[src/rtl/sdac_pkg.sv]
package sdac_pkg;
    localparam int DAC_W  = 8;
    localparam int NUM_CH = 4;
    localparam int ADDR_W = $clog2(NUM_CH);
    localparam int CTL_W  = 2;
    localparam int WORD_W = ADDR_W + CTL_W + DAC_W;
    localparam int BUS_W  = NUM_CH * DAC_W;

    typedef logic [DAC_W-1:0]              dac_t;
    typedef logic [NUM_CH-1:0][DAC_W-1:0]  bank_t;

    typedef struct packed {
        logic [ADDR_W-1:0] addr;
        logic [CTL_W-1:0]  ctl;
        dac_t              data;
    } cmd_t;

    typedef enum logic [2:0] {
        OP_NOP, OP_STAGE, OP_STAGE_OUT, OP_BCAST,
        OP_LOAD, OP_LOAD_RISE, OP_LOAD_FALL
    } op_t;

    typedef enum logic { PH_RISE = 1'b0, PH_FALL = 1'b1 } phase_t;

    function automatic op_t decode(cmd_t c);
        op_t op;
        case (c.ctl)
            2'b01:   op = OP_STAGE;
            2'b11:   op = OP_STAGE_OUT;
            2'b10:   op = OP_BCAST;
            default: begin
                case (c.addr)
                    2'd0:    op = OP_NOP;
                    2'd1:    op = OP_LOAD;
                    2'd2:    op = OP_LOAD_RISE;
                    default: op = OP_LOAD_FALL;
                endcase
            end
        endcase
        return op;
    endfunction
endpackage

[src/rtl/sdac_sync.sv]
module sdac_sync #(
    parameter int           W       = 4,
    parameter int           NPREV   = 3,
    parameter logic [W-1:0] RST_VAL = '0
) (
    input  logic             clk,
    input  logic             rst,
    input  logic [W-1:0]     d_i,
    output logic [W-1:0]     q_o,
    output logic [NPREV-1:0] prev_o
);
    logic [W-1:0]     s1_q, s2_q;
    logic [NPREV-1:0] p_q;

    always_ff @(posedge clk) begin
        if (rst) begin
            s1_q <= RST_VAL;
            s2_q <= RST_VAL;
            p_q  <= RST_VAL[NPREV-1:0];
        end else begin
            s1_q <= d_i;
            s2_q <= s1_q;
            p_q  <= s2_q[NPREV-1:0];
        end
    end

    assign q_o    = s2_q;
    assign prev_o = p_q;
endmodule

[src/rtl/sdac_shift.sv]
module sdac_shift
    import sdac_pkg::*;
(
    input  logic clk,
    input  logic rst,
    input  logic shift_en,
    input  logic launch_en,
    input  logic din_i,
    output cmd_t word_o,
    output logic dout_o
);
    logic [WORD_W-1:0] sr_q;

    always_ff @(posedge clk) begin
        if (rst) begin
            sr_q   <= '0;
            dout_o <= 1'b0;
        end else begin
            if (launch_en) dout_o <= sr_q[WORD_W-1];
            if (shift_en)  sr_q   <= {sr_q[WORD_W-2:0], din_i};
        end
    end

    assign word_o = cmd_t'(sr_q);

    AST_SR_HOLD: assert property (@(posedge clk) disable iff (rst)
        !shift_en |=> $stable(sr_q)) else $error("shift register moved");
endmodule

[src/rtl/sdac_bank.sv]
module sdac_bank
    import sdac_pkg::*;
(
    input  logic   clk,
    input  logic   rst,
    input  logic   commit_i,
    input  cmd_t   cmd_i,
    input  logic   load_i,
    output bank_t  out_o,
    output phase_t phase_o
);
    bank_t  stage_q, stage_n, out_n;
    phase_t ph_n;
    op_t    op;

    assign op = decode(cmd_i);

    always_comb begin
        stage_n = stage_q;
        out_n   = out_o;
        ph_n    = phase_o;
        if (commit_i) begin
            case (op)
                OP_STAGE:     stage_n[cmd_i.addr] = cmd_i.data;
                OP_STAGE_OUT: begin
                    stage_n[cmd_i.addr] = cmd_i.data;
                    out_n[cmd_i.addr]   = cmd_i.data;
                end
                OP_BCAST:     for (int i = 0; i < NUM_CH; i++) out_n[i] = cmd_i.data;
                OP_LOAD:      out_n = stage_q;
                OP_LOAD_RISE: begin out_n = stage_q; ph_n = PH_RISE; end
                OP_LOAD_FALL: begin out_n = stage_q; ph_n = PH_FALL; end
                default:      ;
            endcase
        end
        if (load_i) out_n = stage_n;
    end

    always_ff @(posedge clk) begin
        if (rst) begin
            stage_q <= '0;
            out_o   <= '0;
            phase_o <= PH_RISE;
        end else begin
            stage_q <= stage_n;
            out_o   <= out_n;
            phase_o <= ph_n;
        end
    end

    AST_STAGE_HOLD: assert property (@(posedge clk) disable iff (rst)
        !commit_i |=> $stable(stage_q)) else $error("staging moved");
    AST_OUT_HOLD: assert property (@(posedge clk) disable iff (rst)
        (!commit_i && !load_i) |=> $stable(out_o)) else $error("output moved");
    AST_LOAD_COPY: assert property (@(posedge clk) disable iff (rst)
        load_i |=> (out_o == stage_q)) else $error("load copy wrong");
    AST_MODE_HOLD: assert property (@(posedge clk) disable iff (rst)
        !commit_i |=> $stable(phase_o)) else $error("mode moved");
endmodule

[src/rtl/sdac_front.sv]
module sdac_front
    import sdac_pkg::*;
(
    input  logic             clk,
    input  logic             rst,
    input  logic             sclk,
    input  logic             cs_n,
    input  logic             din,
    input  logic             ldac_n,
    output logic             dout,
    output logic [BUS_W-1:0] dac_flat
);
    logic [3:0] lvl;
    logic [2:0] prev;
    logic       sclk_rise, sclk_fall, cs_rise, ldac_fall, cs_low;
    logic       shift_en, launch_en;
    cmd_t       word;
    bank_t      outs;
    phase_t     phase;

    sdac_sync #(.W(4), .NPREV(3), .RST_VAL(4'b0110)) u_sync (
        .clk(clk), .rst(rst),
        .d_i({din, ldac_n, cs_n, sclk}),
        .q_o(lvl), .prev_o(prev)
    );

    assign sclk_rise = lvl[0] & ~prev[0];
    assign sclk_fall = ~lvl[0] & prev[0];
    assign cs_rise   = lvl[1] & ~prev[1];
    assign ldac_fall = ~lvl[2] & prev[2];
    assign cs_low    = ~lvl[1];
    assign shift_en  = cs_low & sclk_rise;
    assign launch_en = cs_low & ((phase == PH_RISE) ? sclk_rise : sclk_fall);

    sdac_shift u_shift (
        .clk(clk), .rst(rst),
        .shift_en(shift_en), .launch_en(launch_en), .din_i(lvl[3]),
        .word_o(word), .dout_o(dout)
    );

    sdac_bank u_bank (
        .clk(clk), .rst(rst),
        .commit_i(cs_rise), .cmd_i(word), .load_i(ldac_fall),
        .out_o(outs), .phase_o(phase)
    );

    generate
        for (genvar g = 0; g < NUM_CH; g++) begin : g_ch
            assign dac_flat[g*DAC_W +: DAC_W] = outs[g];
        end
    endgenerate

    AST_DOUT_HOLD: assert property (@(posedge clk) disable iff (rst)
        !launch_en |=> $stable(dout)) else $error("dout moved");
endmodule

[config.mk]
export PLATFORM = sky130hd
export DESIGN_NAME = sdac_front
export DESIGN_NICKNAME = d
export VERILOG_FILES = /design/src/rtl/sdac_pkg.sv /design/src/rtl/sdac_sync.sv /design/src/rtl/sdac_shift.sv /design/src/rtl/sdac_bank.sv /design/src/rtl/sdac_front.sv
export SDC_FILE = /design/constraint.sdc
export NUM_CORES = 1
export LEC_CHECK = 0
export BUFFER_PORTS_ARGS = -buffer_cell sky130_fd_sc_hd__buf_2
export CORE_ASPECT_RATIO = 1.2
export CORE_MARGIN = 3
export CORE_UTILIZATION = 60
export CTS_CLUSTER_DIAMETER = 60
export DETAILED_ROUTE_END_ITERATION = 10
export PLACE_DENSITY = 0.83
export SLEW_MARGIN = 25
export SYNTH_ARGS = -nofsm -noshare
export SYNTH_HDL_FRONTEND = slang
export SYNTH_SLANG_ARGS = --single-unit
[constraint.sdc]
create_clock -name clk -period 4.7 [get_ports clk]
set_input_delay 0.705 -clock clk [delete_from_list [all_inputs] [get_ports clk]]
set_output_delay 0.705 -clock clk [all_outputs]
set_load 0.01 [all_outputs]
==> results of run 1 <==
[metal layers]
metal | part of all wire | routed length, um | up-vias | track usage
li1 | - | - | 1557 | -
met1 | 0.43 | 3703 | 1534 | 0.2960
met2 | 0.50 | 4313 | 74 | 0.3979
met3 | 0.053 | 460 | 15 | 0.05150
met4 | 0.022 | 192 | 0 | 0.09859
met5 | 0 | 0 | - | 0
[area by class of cell]
| type | instances | area, um2 | share of cell area |
|---|---|---|---|
| sequential | 89 | 1782 | 0.4100 |
| tap | 85 | 106.4 | 0.02447 |
| timing repair buffer | 39 | 197.7 | 0.04549 |
| multi-input combinational | 295 | 2037 | 0.4688 |
| clock buffer | 11 | 141.4 | 0.03254 |
| inverter | 5 | 18.77 | 0.004319 |
| clock inverter | 5 | 62.56 | 0.01440 |
[registers in the layout, summed over array words and instances (netlist names)]
register and cells:
u_bank.phase_o 1, u_bank.stage_q 32, u_sync.q_o 4, u_sync.s1_q 4
u_shift.dout_o 1, u_bank.out_o 32, u_shift.word_o 12, u_sync.prev_o 3
[through the flow]
stage                     hold slack (ns)  std cells  instance area (um2)  utilization
after floorplan                    0.3895        428                 4039            -
after global placement             0.3938        513                 4135       0.6375
after detailed placement           0.3949        513                 4141       0.6385
after CTS                          0.4162        529                 4345       0.6699
after global routing               0.4440        529                 4345       0.6699
final                              0.4150        529                 4345       0.6699
[placed cells by master (no fill, tap or decap), drive strengths merged, types with 9 or more instances in the layout]
master and instances:
clkbuf 11, a311oi 21, nor2b 9, a21oi 35, nand2 44, o21ai 23, mux2i 36, nor2 46
dfxtp 89, buf 39
[cells by family (layout without fill, tap and decap cells)]
kind of cell / Yosys count / count (layout) / synth area share
mux: 37 / 37 / 0.09294
simple gates: 134 / 134 / 0.1654
flops: 89 / 89 / 0.4411
buf+inv: 44 / 60 / 0.05607
compound gates: 120 / 120 / 0.2320
fa+ha+maj: 4 / 4 / 0.01239
[path summary, 6_finish.rpt]
check | start | end | slack, ns
max | u_sync.q_o[1]$_SDFF_PP1_ | u_bank.out_o[30]$_SDFFE_PP0P_ | 2.49
min | u_sync.s1_q[1]$_SDFF_PP1_ | u_sync.q_o[1]$_SDFF_PP1_ | 0.41
max reg2reg | u_sync.q_o[1]$_SDFF_PP1_ | u_bank.out_o[30]$_SDFFE_PP0P_ | 2.49
min reg2reg | u_sync.s1_q[1]$_SDFF_PP1_ | u_sync.q_o[1]$_SDFF_PP1_ | 0.41
[power groups by stage]
stage	Combinational (W)	Clock [W]	Sequential, W
finish	0.0000528	0.000532	0.000764
global route	0.0000583	0.000578	0.000766
detailed placement	0.0000529	0	0.000782
CTS	0.0000529	0.000544	0.000764
global placement	0.0000517	0	0.000782
floorplan	0.0000406	0	0.000783
==> out/results.ini, run 1 <==
[power]
power_w = 0.001349
p_leak_nw = 1.483
powerDensity_nw_per_um2 = 310.4
combPwrFrac = 0.039
p_sw_frac = 0.2277
switching_power_w = 0.0003071
ir_drop_mv = 0.2250
clkPwrFrac = 0.394
p_seq_frac = 0.567
intPower_w = 0.001042

[synthesis]
avgSynthCellArea_um2 = 9.437
synth_ff_type = dfxtp_1
netlist_instances = 428
yosysMostFrequentCell = dfxtp_1
netlist_area_um2 = 4039
synth_seq_cells = 89
ys_async_sr_fraction = 0
ys.warnings.count = 0
synth.distinct_cells = 54
yosys.area.top_type_share = 0.4411
synthTopCellsByCount = 89 x dfxtp_1, 46 x nor2_1, 44 x nand2_1, 36 x mux2i_1, 35 x a21oi_1
synth_edf_count = 0
syn_nets = 438
synth_seq_area_share = 0.4411
synth_area_leaders = dfxtp_1 44%, mux2i_1 8.9%, a21oi_1 4.3%, nor2_1 4.3%, nand2_1 4.1%
synth_top_cell_by_area = dfxtp_1

[clock_network]
root_buffer = clkbuf_8
h-tree-depth = 3
numCtsBuffers = 9
cts_tree = yes
post-cts-setup-buffers = 0
worst_skew_pair.late_latency_ns = 0.36
cts_hold_buf = 0
path_clk_slew_ns = 0.09
clockBufferDepth = 2
cts_sinks = 89
cts_resized = 0

[floorplanning]
rows = 32
fp.dieW_um = 80.90
io-pin-count = 39
initial_core_util = 0.6227
fp.dieH_um = 95.88
coreArea_um2 = 6486
die_area_um2 = 7756

[grt]
grtUsageTotal = 0.2381
grt_max_degree = 46
overflow = 0
grt_pass1_vias = 2940
antenna_found_initial = 0
grt_pass1_wl_mm = 14.25

[sta]
setup_violations = 0
clock.fmax_mhz = 452.7
setup_slack_ns = 2.491
slew_headroom = 0.4477
fin_setup_tns_ns = 0
fin_worst_skew_ns = 0.01010
period_minus_slack_ns = 2.209
maxSlewViolCount = 0
fin_crit_sh = 0.4700
worst_slew_pin_slew_ns = 0.8221
grt_setup_unrepaired = false
finalHoldViolCount = 0

[setup_path]
arrival_ns = 2.43
critPathSlowestCell = nand2_1
cp_max_fo = 25
endpoint_kind = flip-flop
startpoint_type = flip-flop
crit_buf_inv = 0
cp.depth = 4
critPathKind = reg -> reg
crit_chain = nand2b_1, nand2_1, and2_1, a311oi_2
required_ns = 4.92
cpPeakStageDelay_ns = 0.68
crit_family = simple AND/OR/NAND/NOR gates
reg2reg_depth = 4

[drt]
vias = 3180
drtIter0Drc = 323
routedWlPerCell_um = 16.39
drt-pass1-iter-count = 4
viasPerCell = 6.011
drt-total-wl_mm = 8.669
antenna_left = 0
drc_errors = 0

[final_layout]
synthToLayoutAreaGrowth_pct = 7.590
final_net_count = 449
fill_cells = 564
diodes = 0
drive_above_1_share = 0.1892

[run_status]
outcome = complete, no violations

[worst_hold_path]
hp-class = reg -> reg
worstHoldPathCells = 1

[place]
gp_congestion = 0.9008
pre_cts_ws_ns = 2.500
portBuffers = 38
dpl.hpwl_mm = 5.790

[flow_run]
max_cap_viol_count = 0

(Power assumes the default switching activity.)
==> inputs of run 2 (changes only) <==
Settings changed: ABC_AREA set to 1, CORE_UTILIZATION 60 to 55, PLACE_DENSITY 0.83 to 0.79.
Clock period 4.7 ns to 1.77 ns, I/O delays scaled along.
==> run 2 against run 1 <==
Effect of this change:
- maximum frequency grew 33%
- routed wire length grew 55%
- total power grew to 2.9 times the previous value
- synthesized cell count grew 87%
- final area grew 28%
- combinational power grew to 4.3 times the previous value
- sequential power grew to 2.7 times the previous value
- critical path depth grew 5
- sequential share of layout area shrank 9.0 points
- hold slack lost 0.34 ns
- non-clock buffer count grew 27
- critical endpoint is now u_bank.out_o[22]$_SDFFE_PP0P_
==> out/results.ini, run 2 <==
[sta]
grt_setup_unrepaired = true
setup_violations = 0  ; unchanged
maxSlewViolCount = 0  ; unchanged
slew_headroom = 0.6549  ; +0.2072
period_minus_slack_ns = 1.664  ; -0.5453 ns
fin_crit_sh = 0.9398  ; +0.4699
finalHoldViolCount = 0  ; unchanged
worst_slew_pin_slew_ns = 0.5169  ; -0.3053 ns
fin_worst_skew_ns = 0.01042  ; +0.0003208 ns
clock.fmax_mhz = 601.1  ; +33%
fin_setup_tns_ns = 0  ; unchanged

[drt]
antenna_left = 0  ; unchanged
drtIter0Drc = 275  ; -15%
drt-pass1-iter-count = 6  ; +2
vias = 4938  ; +55%
drc_errors = 0  ; unchanged
routedWlPerCell_um = 13.96  ; -15%
viasPerCell = 5.128  ; -15%
drt-total-wl_mm = 13.45  ; +55%

[flow_run]
max_cap_viol_count = 0  ; unchanged

[clock_network]
cts_tree = yes
cts_sinks = 89  ; unchanged
worst_skew_pair.late_latency_ns = 0.37  ; about the same
path_clk_slew_ns = 0.09  ; about the same
h-tree-depth = 3  ; unchanged
clockBufferDepth = 2  ; unchanged
numCtsBuffers = 9  ; unchanged
cts_hold_buf = 0  ; unchanged
root_buffer = clkbuf_8

[power]
power_w = 0.003878  ; +190%
intPower_w = 0.002929  ; +180%
p_sw_frac = 0.2448  ; +0.01718
powerDensity_nw_per_um2 = 694.8  ; +120%
clkPwrFrac = 0.417  ; +0.023
p_seq_frac = 0.524  ; -0.043
combPwrFrac = 0.059  ; +0.020
p_leak_nw = 2.939  ; +98%
switching_power_w = 0.0009495  ; +210%
ir_drop_mv = 0.5547  ; +150%

[synthesis]
yosys.area.top_type_share = 0.3543  ; -0.08682
synthTopCellsByCount = 311 x nand2_1, 110 x nor2_1, 90 x inv_1, 89 x dfxtp_1, 57 x nand3_1
synth_seq_cells = 89  ; unchanged
netlist_instances = 801  ; +87%
synth_top_cell_by_area = dfxtp_1
avgSynthCellArea_um2 = 6.278  ; -33%
synth_seq_area_share = 0.3543  ; -0.08682
syn_nets = 811  ; +85%
synth_ff_type = dfxtp_1
ys_async_sr_fraction = 0  ; unchanged
synth_area_leaders = dfxtp_1 35%, nand2_1 23%, nor2_1 8.2%, inv_1 6.7%, nand3_1 5.7%
netlist_area_um2 = 5029  ; +25%
yosysMostFrequentCell = nand2_1
ys.warnings.count = 0  ; unchanged
synth_edf_count = 0  ; unchanged
synth.distinct_cells = 30  ; -44%

[floorplanning]
fp.dieH_um = 110.7  ; +16%
coreArea_um2 = 8750  ; +35%
rows = 37  ; +16%
fp.dieW_um = 93.29  ; +15%
initial_core_util = 0.5747  ; -0.04797
io-pin-count = 39  ; unchanged
die_area_um2 = 10330  ; +33%

[final_layout]
final_net_count = 851  ; +90%
final_cells = 963  ; +82%
drive_above_1_share = 0.1466  ; -0.04262
synthToLayoutAreaGrowth_pct = 11.00
fill_cells = 868  ; +54%
diodes = 0  ; unchanged
most-common-layout-cells = 309 x nand2_1, 109 x nor2_1, 90 x inv_1, 87 x dfxtp_1, 57 x nand3_1
final_common_cell = nand2_1

[grt]
grtUsageTotal = 0.2661  ; +0.02803
grt_pass1_vias = 4655  ; +58%
grt_max_degree = 44  ; -4.3%
overflow = 0  ; unchanged
grt_pass1_wl_mm = 21.94  ; +54%
antenna_found_initial = 0  ; unchanged

[setup_path]
endpoint_kind = flip-flop
required_ns = 2.09  ; -2.83 ns
cp_max_fo = 5  ; -80%
reg2reg_depth = 9  ; +5
arrival_ns = 1.98  ; -0.45 ns
reg2reg_setup_slack_ns = 0.11  ; -2.38 ns
critPathKind = reg -> reg
startpoint_type = flip-flop

[worst_hold_path]
worstHoldPathCells = 2  ; +1
hp-class = in -> reg

[place]
gp_congestion = 0.8869  ; -1.5%
dpl.hpwl_mm = 9.361  ; +62%
portBuffers = 38  ; unchanged
dp.cells = 947  ; +85%

[run_status]
outcome = complete, no violations

[run 2: changes by cell type in the layout (fill, tap and decap cells not counted), sizes merged, moves of 21 or more]
cell,change
nand2,+274
inv,+87
nor2,+75
nand3,+64
mux2i,-36
buf,+27
a311oi,-21
[run 2: path summary, 6_finish.rpt]
check                            startpoint                       endpoint
max          u_shift.word_o[8]$_SDFFE_PP0P_  u_bank.out_o[22]$_SDFFE_PP0P_
min                                  ldac_n      u_sync.s1_q[2]$_SDFF_PP1_
max reg2reg  u_shift.word_o[8]$_SDFFE_PP0P_  u_bank.out_o[22]$_SDFFE_PP0P_
min reg2reg       u_sync.s1_q[0]$_SDFF_PP0_       u_sync.q_o[0]$_SDFF_PP0_
[run 2: repair_timing]
action / in CTS / in global routing
setup buffers: 0 / 0
pin swaps: 0 / 1
gates resized for setup: 1 / 12
endpoints found under the setup margin: 4 / 32
[run 2: critical path: stages, from the launching register on]
cell     delay, ns
dfxtp_1       0.39
inv_1         0.12
ha_2          0.24
inv_2         0.10
nor2_2        0.06
nor2_1        0.35
nand2_1       0.11
nand2_1       0.08
a21oi_1       0.06
nor2_1        0.10
[run 2: per-layer routing]
metal,track usage,wire length (um),vias up
met5,0,0,-
met1,0.3319,5681,2217
met4,0.1310,510,0
met2,0.4485,6487,172
met3,0.02987,767,39
li1,-,-,2510
[run 2: layout make-up]
type                            instances  area (um2)  share of cell area
Multi-Input combinational cell        580        2635              0.4721
Clock inverter                          6       91.34             0.01636
Timing Repair Buffer                   66       420.4             0.07532
Inverter                               95       366.6             0.06568
Clock buffer                           10       137.6             0.02466
Sequential cell                        89        1784              0.3197
Tap cell                              117       146.4             0.02623
[run 2: logic make-up after synthesis]
kind of cell    count (synthesis)  synth area share
buf+inv                       132            0.1296
compound gates                 58           0.05797
flops                          89            0.3543
simple gates                  518            0.4481
fa+ha+maj                       4          0.009953
[run 2: power by group through the flow]
stage,clock [W],combinational [W],sequential (W)
5_1_grt,0.00171,0.000250,0.00204
4_1_cts,0.00163,0.000225,0.00203
2_1_floorplan,0,0.000163,0.00208
3_5_place_dp,0,0.000224,0.00208
3_3_place_gp,0,0.000221,0.00208
6_report,0.00162,0.000227,0.00203
[run 2: through the flow]
step             util  hold WS [ns]  instance area (um2)  worst slack (ns)
2_1_floorplan       -        0.3693                 5029            0.1633
3_3_place_gp   0.6060        0.3914                 5303           0.05538
3_5_place_dp   0.6060        0.3969                 5303         -0.008011
4_1_cts        0.6325       0.06859                 5534           0.03419
5_1_grt        0.6379       0.08057                 5582          -0.02184
6_report       0.6379       0.07447                 5582            0.1065
==> inputs of run 3 (changes only) <==
Clock period 1.77 ns to 1.4 ns, I/O delays scaled along.
==> run 3 against run 2 <==
Effect of this change:
- the flow now finishes with violations (DRC, setup timing)
- sequential power rose by 27%
- via count up 5.6%
- clock power increased by 21%
- sequential share of layout area shrank 4.1 points
- cell count rose by 5.8%
- total power rose by 26%
- global-route usage grew 2.7 points
- final area increased by 15%
- worst setup slack worse by 0.25 ns
- first-iteration DRC count grew 20%
- core utilization increased by 9.7 points
- routed wire length grew 8.9%
- critical endpoint is now u_bank.out_o[2]$_SDFFE_PP0P_
- highest routed layer unchanged
==> out/results.ini, run 3 (synthesized netlist as in run 2, its figures left out) <==
[power]
combPwrFrac = 0.072  ; +0.013
clkPwrFrac = 0.401  ; -0.016
powerDensity_nw_per_um2 = 759.6  ; +9.3%
switching_power_w = 0.001160  ; +22%
p_seq_frac = 0.526  ; +0.002
p_sw_frac = 0.2375  ; -0.007309
intPower_w = 0.003722  ; +27%
ir_drop_mv = 0.7816  ; +41%
p_leak_nw = 3.296  ; +12%

[clock_network]
cts_tree = yes
cts_sinks = 89  ; unchanged
root_buffer = clkbuf_8
clockBufferDepth = 2  ; unchanged
worst_skew_pair.late_latency_ns = 0.37  ; about the same
h-tree-depth = 3  ; unchanged
numCtsBuffers = 9  ; unchanged
path_clk_slew_ns = 0.08  ; about the same

[flow_run]
max_cap_viol_count = 0  ; unchanged

[floorplanning]
initial_core_util = 0.5747  ; unchanged
rows = 37  ; unchanged
io-pin-count = 39  ; unchanged
fp.dieH_um = 110.7  ; unchanged
coreArea_um2 = 8750  ; unchanged
die_area_um2 = 10330  ; unchanged
fp.dieW_um = 93.29  ; unchanged

[final_layout]
fin_area_um2 = 6427  ; +15%
most-common-layout-cells = 273 x nand2_1, 105 x nor2_1, 86 x inv_1, 85 x dfxtp_1, 64 x buf_4
ff_latch_area_um2 = 1792  ; +0.42%
final_core_util = 0.7346  ; +0.09667
final_cells = 1019  ; +5.8%
multi_input_area_um2 = 2988  ; +13%
drive_above_1_share = 0.2783  ; +0.1317
final_net_count = 907  ; +6.6%
final_common_cell = nand2_1
synthToLayoutAreaGrowth_pct = 27.82
diodes = 0  ; unchanged
fill_cells = 720  ; -17%

[drt]
drtIter0Drc = 329  ; +20%
drt-total-wl_mm = 14.64  ; +8.9%
vias = 5216  ; +5.6%
routedWlPerCell_um = 14.37  ; +2.9%
drt-pass1-iter-count = 8  ; +2
antenna_left = 0  ; unchanged
drc_errors = 1  ; +1
viasPerCell = 5.119  ; -0.18%

[grt]
overflow = 0  ; unchanged
grt_max_degree = 27  ; -39%
grt_pass1_wl_mm = 24.14  ; +10%
grt_pass1_vias = 5040  ; +8.3%
grtUsageTotal = 0.2932  ; +0.02713
antenna_found_initial = 0  ; unchanged

[sta]
maxSlewViolCount = 0  ; unchanged
fin_worst_skew_ns = 0.01334  ; +0.002919 ns
clock.fmax_mhz = 649.6  ; +8.1%
slew_headroom = 0.6519  ; -0.003022
setup_slack_ns = -0.1395  ; -0.2460 ns
period_minus_slack_ns = 1.540  ; -0.1240 ns
setup_violations = 36  ; +36
fin_crit_sh = 1.100  ; +0.1598
worst_slew_pin_slew_ns = 0.5216  ; +0.004713 ns
grt_setup_unrepaired = true
finalHoldViolCount = 0  ; unchanged

[setup_path]
reg2reg_depth = 11  ; +2
arrival_ns = 1.81  ; -0.17 ns
startpoint_type = flip-flop
reg2reg_setup_slack_ns = -0.14  ; -0.25 ns
endpoint_kind = flip-flop
reg2reg_from = u_shift.word_o[9]$_SDFFE_PP0P_
r2r_end = u_bank.out_o[2]$_SDFFE_PP0P_
critPathKind = reg -> reg
required_ns = 1.67  ; -0.42 ns
cp_max_fo = 8  ; +3

[worst_hold_path]
holdPathEnd = u_sync.s1_q[1]$_SDFF_PP1_
worstHoldPathCells = 2  ; unchanged
hp-class = in -> reg
min-delay-start = cs_n

[place]
portBuffers = 38  ; unchanged
gp_congestion = 0.9143  ; +3.1%
dp.cells = 993  ; +4.9%
dpl.hpwl_mm = 9.885  ; +5.6%
postPlaceCellArea_um2 = 5723  ; +7.9%

[run_status]
violations = DRC, setup timing
outcome = finished with violations

## run 3: cell types whose count changed in the layout (fill, tap and decap cells not counted), sizes merged
cell	change
clkbuf	+1
nand3	+3
clkinv	-1
buf	+53
## run 3: power groups by stage
stage               Combinational [W]  Clock (W)  Sequential [W]
floorplan                    0.000210          0         0.00263
global placement             0.000292          0         0.00263
detailed placement           0.000297          0         0.00263
CTS                          0.000339    0.00201         0.00257
global route                 0.000382    0.00212         0.00257
finish                       0.000354    0.00196         0.00257
## run 3: worst max-delay path by stage
stage                                    startpoint                             to  slack, ns  depth (start not counted)
global route         u_shift.word_o[9]$_SDFFE_PP0P_  u_bank.out_o[12]$_SDFFE_PP0P_      -0.25                         10
floorplan            u_shift.word_o[8]$_SDFFE_PP0P_  u_bank.out_o[30]$_SDFFE_PP0P_    -0.0003                         10
CTS                  u_shift.word_o[9]$_SDFFE_PP0P_   u_bank.out_o[2]$_SDFFE_PP0P_      -0.13                         11
detailed placement   u_shift.word_o[9]$_SDFFE_PP0P_  u_bank.out_o[26]$_SDFFE_PP0P_      -0.18                         12
finish               u_shift.word_o[9]$_SDFFE_PP0P_   u_bank.out_o[2]$_SDFFE_PP0P_      -0.14                         11
global placement    u_shift.word_o[10]$_SDFFE_PP0P_  u_bank.out_o[21]$_SDFFE_PP0P_      -0.16                          8
## run 3: cell type report
| cell class | count | share of cell area |
|---|---|---|
| multi-input combinational | 583 | 0.4649 |
| sequential | 89 | 0.2788 |
| timing repair buffer | 119 | 0.1407 |
| inverter | 95 | 0.05859 |
| tap | 117 | 0.02278 |
| clock buffer | 11 | 0.02200 |
| clock inverter | 5 | 0.01226 |
## run 3: per-layer routing
layer | global-route usage | up-vias | wire, um
met4 | 0.1593 | 0 | 757
met2 | 0.4905 | 210 | 7086
li1 | - | 2635 | -
met5 | 0 | - | 0
met3 | 0.05295 | 58 | 991
met1 | 0.3500 | 2313 | 5806
## run 3: critical path: stages (launching register included)
cell	delay, ns
dfxtp_4	0.38
inv_4	0.09
ha_4	0.15
nor2_4	0.04
nor2_4	0.20
nand2_4	0.15
nand2_1	0.12
nand2_1	0.06
nand2_1	0.05
nand2_1	0.04
nor2_1	0.10
nor2_1	0.05
## run 3: metrics by stage
stage / hold slack [ns] / setup slack (ns) / total power (W) / setup TNS, ns
2_1_floorplan: 0.3138 / -0.0002925 / 0.002839 / -0.0002925
3_3_place_gp: 0.3913 / -0.1619 / 0.002919 / -3.089
3_5_place_dp: 0.3946 / -0.1766 / 0.002925 / -4.493
4_1_cts: 0.009810 / -0.1291 / 0.004915 / -3.259
5_1_grt: 0.02259 / -0.2528 / 0.005077 / -8.058
6_report: 0.02361 / -0.1395 / 0.004882 / -3.288
## run 3: repair_timing
item,4_1_cts,5_1_grt
hold buffers,0,0
endpoints found under the setup margin,49,63
gates resized for setup,54,55
setup buffers,6,3
pin swaps,21,24
gates cloned,4,0
